File: config.mk
export PLATFORM = sky130hd
export DESIGN_NAME = iso_frame_eval
export DESIGN_NICKNAME = d
export VERILOG_FILES = /design/src/rtl/iso_frame_eval.sv
export SDC_FILE = /design/constraint.sdc
export NUM_CORES = 1
export LEC_CHECK = 0
export BUFFER_PORTS_ARGS = -buffer_cell sky130_fd_sc_hd__buf_4
export CAP_MARGIN = 20
export CELL_PAD_IN_SITES_DETAIL_PLACEMENT = 1
export CELL_PAD_IN_SITES_GLOBAL_PLACEMENT = 2
export CORE_AREA = 8 8 45 47
export CTS_CLUSTER_DIAMETER = 50
export DETAILED_ROUTE_END_ITERATION = 10
export DIE_AREA = 0 0 53 55
export GPL_ROUTABILITY_DRIVEN = 0
export GPL_TIMING_DRIVEN = 0
export PLACE_DENSITY_LB_ADDON = 0.1
export SYNTH_ARGS = -nofsm -noshare
export SYNTH_HDL_FRONTEND = slang
export SYNTH_SLANG_ARGS = --single-unit
File: constraint.sdc
create_clock -name clk -period 1.2 [get_ports clk]
set_input_delay 0.12 -clock clk [delete_from_list [all_inputs] [get_ports clk]]
set_output_delay 0.12 -clock clk [all_outputs]
set_load 0.02 [all_outputs]
File: src/rtl/iso_frame_eval.sv
module iso_frame_eval #(
  parameter int W = 2
) (
  input  logic         clk,
  input  logic         rst_n,
  input  logic         uframe_end,
  input  logic [W-1:0] nb_trans,
  input  logic [W-1:0] val_cnt,
  input  logic [W-1:0] ans_cnt,
  input  logic [W-1:0] sent_cnt,
  output logic         flush_set,
  output logic         count_set,
  output logic         flush_req,
  output logic [W-1:0] flush_cnt
);
  logic         sent_any;
  logic         flush_req_nxt;
  logic [W-1:0] flush_cnt_nxt;

  always_comb begin
    sent_any      = (sent_cnt != '0);
    flush_set     = uframe_end & sent_any & (val_cnt > ans_cnt);
    count_set     = uframe_end & sent_any & (val_cnt < nb_trans);
    flush_req_nxt = flush_set;
    flush_cnt_nxt = flush_set ? (val_cnt - ans_cnt) : '0;
  end

  always_ff @(posedge clk or negedge rst_n) begin
    if (!rst_n) begin
      flush_req <= 1'b0;
      flush_cnt <= '0;
    end else begin
      flush_req <= flush_req_nxt;
      flush_cnt <= flush_cnt_nxt;
    end
  end

  // a flush request only follows a microframe end
  p_flush_after_end_r5: assert property (@(posedge clk) disable iff (!rst_n)
    flush_req |-> $past(uframe_end));
  // a flush request always names at least one bank
  p_flush_cnt_nz_r5: assert property (@(posedge clk) disable iff (!rst_n)
    flush_req |-> flush_cnt != '0);
endmodule

Yosys cells after proc, flatten, opt, wreduce, memory -nomap -nowiden

Cells that the tools add are included.

Bits in registers: 3
Input bits: 11
Output and inout port bits: 5

Add/subtract/negate cells: 1
$lt $le $gt $ge: 2
Muxes and demuxes: 1
Bitwise gates (word level): 3
Reductions and logical operators: 1

Operators with widths:

| cell                       | count |
|---|---|
| 1-bit bitwise AND          | 3 |
| 2-bit > comparator         | 1 |
| 2-bit less-than comparator | 1 |
| 2-bit two-way mux          | 1 |
| 2-bit nonzero test         | 1 |
| 2-bit subtractor           | 1 |

Depth between registers and ports, before layout

Gate-level depths: netlist (run 1).

Word-level depth: 4
Gate-level depth with buffers: 6
Depth with buffers taken out: 6

Least setup slack after synthesis (run 1)

Ideal clock, no wire load.

Path kind: input to register
From: input val_cnt[0]
To: register flush_req
Arrival: 1.037 ns
Path slack: -0.005 ns
Stages on the path: 6
Path buffers: 0
Cell sequence: inv_1 > ha_1 > inv_1 > fa_1 > o211ai_2 > a21oi_1

Word-level cells in the longest chain between the ends: 2

RTL lines:

| item                   | line | source |
|---|---|---|
| start: declaration     | 8    | `input logic [W-1:0] val_cnt,` |
| 2-bit > comparator     | 22   | `flush_set = uframe_end & sent_any & (val_cnt > ans_cnt);` |
| 1-bit bitwise AND      | 22   |  |
| named net flush_set    | 11   | `output logic flush_set,` |
| end signal: assignment | 33   | `flush_req <= flush_req_nxt;` |
| end: declaration       | 13   | `output logic flush_req,` |

The timed path passes the listed nets, and every way through them passes these cells.

Worst setup path after layout (run 1)

From: input val_cnt[0]
To: output flush_set

Word-level cells in the longest chain between the ends: 2

RTL lines:

| item               | line |
|---|---|
| 2-bit > comparator | 22 |
| 1-bit bitwise AND  | 22 |
| end: declaration   | 11 |

No other way between the ends.

==> results, run 1 <==
- Summed over all instances, the cell type with the most area after synthesis is dfrtp_1.
- Routed signal wires occupy layers up through met4.
- The power density over the cells is 1000 nW/um^2.
- In the routed design, unresolved DRC markers number 0.
- The wire length of the first global-routing pass is 1.15 mm.
- The core area is 1380 um^2.
- Among the stages of the critical path, the cell type that occurs most often is buf_6.
- The via count of the first global-routing pass is 272.
- In this run the power spent charging and discharging nets is ~120 uW.
- The transition time of the tightest slew-check pin is 183 ps.
- In this run the worst hold path is classified as input pin to register.
- The cell with the largest stage delay on the worst path is fa_2.
- Relative to the synthesized area, the layout overhead comes to 98.3%.
- The die is between 50 and 60 um tall.
- The signal on the critical path passes through buf_6, inv_4, ha_4, inv_2, fa_2, o211ai_2, a21oi_2, buf_6.
- After synthesis the cells add up to roughly 220 um^2.
- The number of storage elements in the synthesis netlist is 3.
- The total cell area at the placement stage is 353 um^2.
- In the final routed layout, each cell accounts on average for 13.3 um.
- Max-cap violations in this run came to 0.
- In this run the number of H-tree levels came out at 1.
- The share of synthesized area in the top cell type comes to around a third.
- The diode insertion count for antenna repair is 0.
- After layout, the minimum clock period comes to between 1000 and 1500 ps.
- The final count of negative-setup-slack endpoints is 0.
- The number of vias in the routed layout is 226.
- In this design, the stage delay of the slowest critical-path cell is around 330 ps.
- For the worst setup path, the data arrival time is just over 1000 ps.
- The total grt overflow is 0.
- The final count of pins violating max slew is 0.
- In this run the deepest clock path goes through 2 buffers.
- TritonCTS built the clock tree.
- The routed design has 756 um of wire.
- For this configuration, the core starts out at a cell density of 15.6%.
- The net count after synthesis is 34.
- Buffers inserted during clock tree synthesis total 3.
- At the worst endpoint, the required time is 1080 ps.
- The number of DRC markers in iteration 0 is 1.
- The flow ran to the end, and the final reports show no timing, DRC or antenna violations.
- The final-stage net count is 57.
- The category of cells accounting for the largest share of critical-path delay is adder cells.
- VDD sags by at most 0.195 mV.
- The number of core rows is 14.
- Cells with a size suffix above 1 make up 70.7% of the layout.
- The total global routing track utilization is 6.25%.
- For the final routed database, the setup TNS stands at 0 ps.
- By area the synthesized netlist is led by dfrtp_1, ha_1, a211oi_2.
- The share of total power in sequential cells is 25.6%.
- The count of cells in the finished layout, fillers not included, comes to 57.
- Net switching is just under 30% of the power.
- The total met2 wirelength after detailed routing is approximately 380 um.
- The unique cell type count in the Yosys netlist is 10.
- The clock network fraction of design power is 42.6%.
- The gate count after technology mapping is 19.
- The number of hold-slack violations in the final timing report is 0.
- The number of cells on the critical path is 8.
- The die width is approximately 53 um.
- The cell at the root of the clock tree is clkbuf_4.
- The I/O pin count is 16.
- Setup repair after global routing left no endpoint under its margin.
- The count of input and output buffers is 15.
- The portion of the clock cycle consumed by the worst path in the final layout is 95.2%.
- The average vias per placed instance is 3.96.
- The pre-antenna-repair detailed-routing pass consisted of 2 iterations.
- The initial antenna violation count is 0.
- The detailed router put a total of 250 um of wire on met1.
- Clock-pin slew was measured on the worst setup and hold paths at 40 ps.
- The internal power is between 300 and 400 uW.
- The number of buffer and inverter stages on the critical path is 4.
- The normalized max-slew margin is 87.8%.
- The combinational group share of total power is 31.9%.
- The average size of a mapped cell is approximately 11 um^2.
- After detailed routing, the met3 layer carries around 73 um of wire.
- The nature of the critical path startpoint is an input pin.
- The maximum fanout encountered on the critical timing path is 2.
- Entering global routing, the biggest net connects 4 pins.
- The sort of element at the end of the critical path is an output pin.
- The final design instance area without fill is approximately 430 um^2.
- The sequential fraction of the synthesis area is a little over a third.
- The number of cells on the worst hold path is 3.
- The number of warnings reported in the yosys synthesis log is 0.
- Once detail routing completed, the nets flagged for antenna violations numbered 0.
- The number of clock sinks is 3.
- Once placement completed, the tool counted placed cells totaling 50.
- The die outline area is 2920 um^2.
- The worst setup path is of the input pin to output pin kind.
- The analysis attributes to cell leakage a power of 0.217 nW.
- The maximum frequency from static timing analysis is 0.875 GHz.
- The HPWL after detailed placement is 564 um.
[stage by stage]
step / setup WS, ps / hold slack, ps / utilization [%] / total power [mW]
6_report: 57.1 / 178 / 31.0 / 0.431
5_1_grt: 15.4 / 179 / 31.0 / 0.465
4_1_cts: -10.6 / 160 / 30.2 / 0.431
3_5_place_dp: -126 / -88.3 / 25.5 / 0.227
3_3_place_gp: -108 / -92.2 / 25.5 / 0.224
2_1_floorplan: 154 / -176 / - / 0.168
[what timing repair did]
action,in CTS,in global routing
pin swaps,3,1
hold buffers,1,0
resized for setup,7,1
cloned,0,0
buffers inserted,1,1
endpoints found under the setup margin,1,1
hold endpoints to repair,3,0
[state kept, by name, indices dropped and copies added, names as in the netlist]
name	flops
flush_req	1
flush_cnt	2
[worst min-delay path: stages]
cell and delay, ps:
buf_4 120, o211ai_2 80, a21oi_2 50
[cells in the mapped netlist]
cell type  n
nand2b_4   1
o21ai_1    1
fa_1       1
a21oi_1    1
ha_1       3
dfrtp_1    3
inv_1      5
o211ai_2   1
nor2_1     1
a211oi_2   2
[routing by layer]
layer  GRT usage [%]  vias up
li1                -      105
met1            4.59      103
met2            9.18       14
met3            3.48        4
met4            10.3        0
met5               0        -
[kinds of logic (layout without fill, tap and decap cells)]
kind of cell	Yosys count	in the layout	share of synthesized area [%]
simple gates	2	2	8.09
compound gates	5	5	22.0
buf+inv	5	27	8.67
flops	3	3	34.7
fa+ha+maj	4	4	26.6
[path summary, 6_finish.rpt]
kind / from / slack (ps) / to
max: val_cnt[0] / 60 / flush_set
min: uframe_end / 180 / flush_req$_DFF_PN0_
max in group asynchronous: rst_n / 900 / flush_cnt[0]$_DFF_PN0_
min in group asynchronous: rst_n / 210 / flush_cnt[1]$_DFF_PN0_
[cell usage in the layout, fill, tap and decap left out]
cell	synthesis	final
buf_4	0	15
inv_1	5	3
clkbuf_4	0	3
dfrtp_1	3	3
a211oi_2	2	2
ha_1	3	2
buf_6	0	2
o211ai_2	1	1
a21oi_2	0	1
nor2_1	1	1
inv_4	0	1
nand2b_4	1	1
o21ai_1	1	1
inv_2	0	1
fa_2	0	1
ha_4	0	1
clkbuf_1	0	1
dlygate4sd3_1	0	1
[power groups by stage]
| stage | Clock [mW] | Sequential [mW] | Combinational [mW] |
|---|---|---|---|
| 6_report | 0.183 | 0.110 | 0.137 |
| 2_1_floorplan | 0 | 0.120 | 0.0473 |
| 4_1_cts | 0.187 | 0.110 | 0.133 |
| 5_1_grt | 0.205 | 0.110 | 0.150 |
| 3_3_place_gp | 0 | 0.111 | 0.113 |
| 3_5_place_dp | 0 | 0.112 | 0.115 |
[area by class of cell]
type                    instances  area, um^2
fillers                       173         955
repair buffers                 18         145
multi-input cells              11         141
flip-flops and latches          3        75.1
clock buffers                   4        26.3
inverters                       5        21.3
well taps                      16        20.0
Power figures use the tool's default switching activity.
==> inputs of run 2 (changes only) <==
- CORE_AREA: 8 8 45 47 -> 2 2 39 41
- DIE_AREA: 0 0 53 55 -> 0 0 41 43
==> results, run 2 (synthesis gave the netlist of run 1 again) <==
- Hold is met by 166 ps.
- Counting buffers and inverters, the worst setup path is 8 cells deep.
- The number of hold-slack violations in the final timing report is 0.
- Dividing the detail-routed via count by the number of cells gives slightly below 4.
- Traced cell by cell, the critical path runs through buf_8, inv_4, ha_4, inv_2, fa_2, o211ai_2, a21oi_2, buf_4.
- Timing would allow up to 0.869 GHz.
- After the first detailed-routing iteration, the DRC count stood at 1.
- In this run the power density over the cells is 992 nW/um^2.
- The reported max-cap violation count is 0.
- The most common library cell in the layout ignoring fill and taps is buf_4.
- The largest single stage delay on the critical path is 320 ps.
- The die covers 1760 um^2.
- Summing all non-filler instances in the final layout gives an area of 429 um^2.
- Leaving out fill and tap cells, the most frequent cells in the layout are buf_4, inv_1, clkbuf_4, dfrtp_1.
- The total global routing track utilization is ~8.9%.
- Along the worst path, the maximum fanout reaches 2.
- On the critical path, the stage with the largest delay is an instance of fa_2.
- After clock tree synthesis, the clock-pin slew on the worst setup and hold paths is 40 ps.
- The number of cells on the worst hold path is 3.
- Subtracting the final worst setup slack from the clock period gives 1150 ps.
- The final count of pins violating max slew is 0.
- The initial utilization of the core area, before any placement, comes to 15.6%.
- In this run, CTS created clock tree buffers numbering 3.
- The initial antenna violation count is 0.
- At the end of the flow, the number of nets in the layout was 57.
- The first global-routing pass estimated 979 um of wire.
- The final critical-path setup slack is between 40 and 50 ps.
- For this run, design rule violations remaining after detail routing come to 0.
- After detailed routing, the total wire length is 605 um.
- The maximum root-to-sink buffer count is 2.
- The total cell area at the placement stage is roughly 350 um^2.
- The CTS tree is done.
- The transition time of the tightest slew-check pin is 178 ps.
- Power comes to between 400 and 500 uW.
- Measured along the x axis, the die boundary spans 41 um.
- Data arrives at the worst endpoint at roughly 1000 ps.
- The total area of sequential cells is 75.1 um^2.
- Global routing finished with a remaining overflow of 0.
- In the final layout, the registers with the most flip-flops are flush_cnt x2, flush_req x1.
- The worst-case IR drop observed on VDD is 0.215 mV.
- The via count of the first global-routing pass is 260.
- In the final layout, the multi-input gates occupy 141 um^2.
- The worst setup path is of the input pin to output pin kind.
- The number of core rows is 14.
- Measured against its own limit, the worst slew margin works out to 88.1%.
- Among cell families on the critical path, the largest total delay comes from adder cells.
- For this run, the detailed router's first-pass iteration total came to 3.
- The number of clock sinks is 3.
- The post-detailed-placement half-perimeter wirelength is between 400 and 500 um.
- The number of nets still failing antenna checks after routing is 0.
- The sort of element at the end of the critical path is an output pin.
- The die extent in y is around 43 um.
- CTS built an H-tree with a depth of 1.
- 16 I/O pins were placed.
- The tree is rooted in a clkbuf_4.
- The area growth from synthesis to layout is 98.3%.
- The core area is between 1000 and 1500 um^2.
- The final count of negative-setup-slack endpoints is 0.
- Setup repair after global routing could not meet its margin everywhere.
- The required time reported for the critical path endpoint is around 1100 ps.
- The number of buffer and inverter stages on the critical path is 4.
- The register with the most flip-flops in the layout has 2 of them.
- The flow ran to the end, and the final reports show no timing, DRC or antenna violations.
- The setup total negative slack is 0 ps.
- In the final routed layout, each cell accounts on average for 10.6 um.
- The maximum number of pins on one net before global-route repair is 4.
- Counting the fill cells in the layout gives 164.
- The worst setup path is launched from an input pin.
- The leakage power total is about 0.22 nW.
- In this run the tool buffered the top-level ports with 15 buffer cells.
- The register with the highest flop count is flush_cnt.
- The number of vias in the routed layout is between 200 and 250.
- The path class of the tightest hold or removal check is input pin to register.
- 0 antenna diodes ended up in the layout.
- The share of final-layout standard cells stronger than drive strength 1 is between 70% and 80%.
- The portion of the clock cycle consumed by the worst path in the final layout is 95.9%.
- The worst slack at placement is -123 ps.
run 2: cell counts in the layout (fill, tap and decap cells not counted):
No cell type changed its count.
run 2: final timing paths:
kind | slack [ps] | endpoint | start
max | 50 | flush_set | val_cnt[0]
min in group asynchronous | 210 | flush_cnt[0]$_DFF_PN0_ | rst_n
min | 170 | flush_req$_DFF_PN0_ | uframe_end
max in group asynchronous | 900 | flush_cnt[1]$_DFF_PN0_ | rst_n
run 2: per-stage QoR:
| stage | utilization [%] | cells |
|---|---|---|
| floorplan | - | 19 |
| detailed placement | 25.5 | 50 |
| global placement | 25.5 | 50 |
| finish | 31.0 | 57 |
| global route | 31.0 | 57 |
| CTS | 30.2 | 56 |
run 2: area by class of cell:
class	instances	share of cell area, %
Inverter	5	4.96
Multi-Input combinational cell	11	32.9
Timing Repair Buffer	18	33.8
Sequential cell	3	17.5
Clock buffer	4	6.12
Tap cell	16	4.66
run 2: tightest hold or removal path, cell delays in order:
cell and delay [ps]:
buf_4 120, o211ai_2 80, a21oi_2 40
run 2: what timing repair did:
item / in CTS / in global routing
endpoints found under the hold margin: 3 / 0
resized for setup: 7 / 1
hold buffers: 1 / 0
setup buffers: 1 / 1
pin swaps: 3 / 1
endpoints found under the setup margin: 1 / 1
run 2: report_power, final:
part	leakage (nW)	internal [mW]	switching, mW
clock network	0.0150	0.125	0.0562
logic	0.162	0.0725	0.0620
registers	0.0403	0.108	0.00192
run 2: routing by layer:
layer	vias to the layer above	part of all wire (%)	track usage (%)
met4	0	2.3	10.0
met2	12	56	14.1
li1	105	-	-
met3	2	7.1	1.57
met5	-	0	0
met1	101	35	8.39
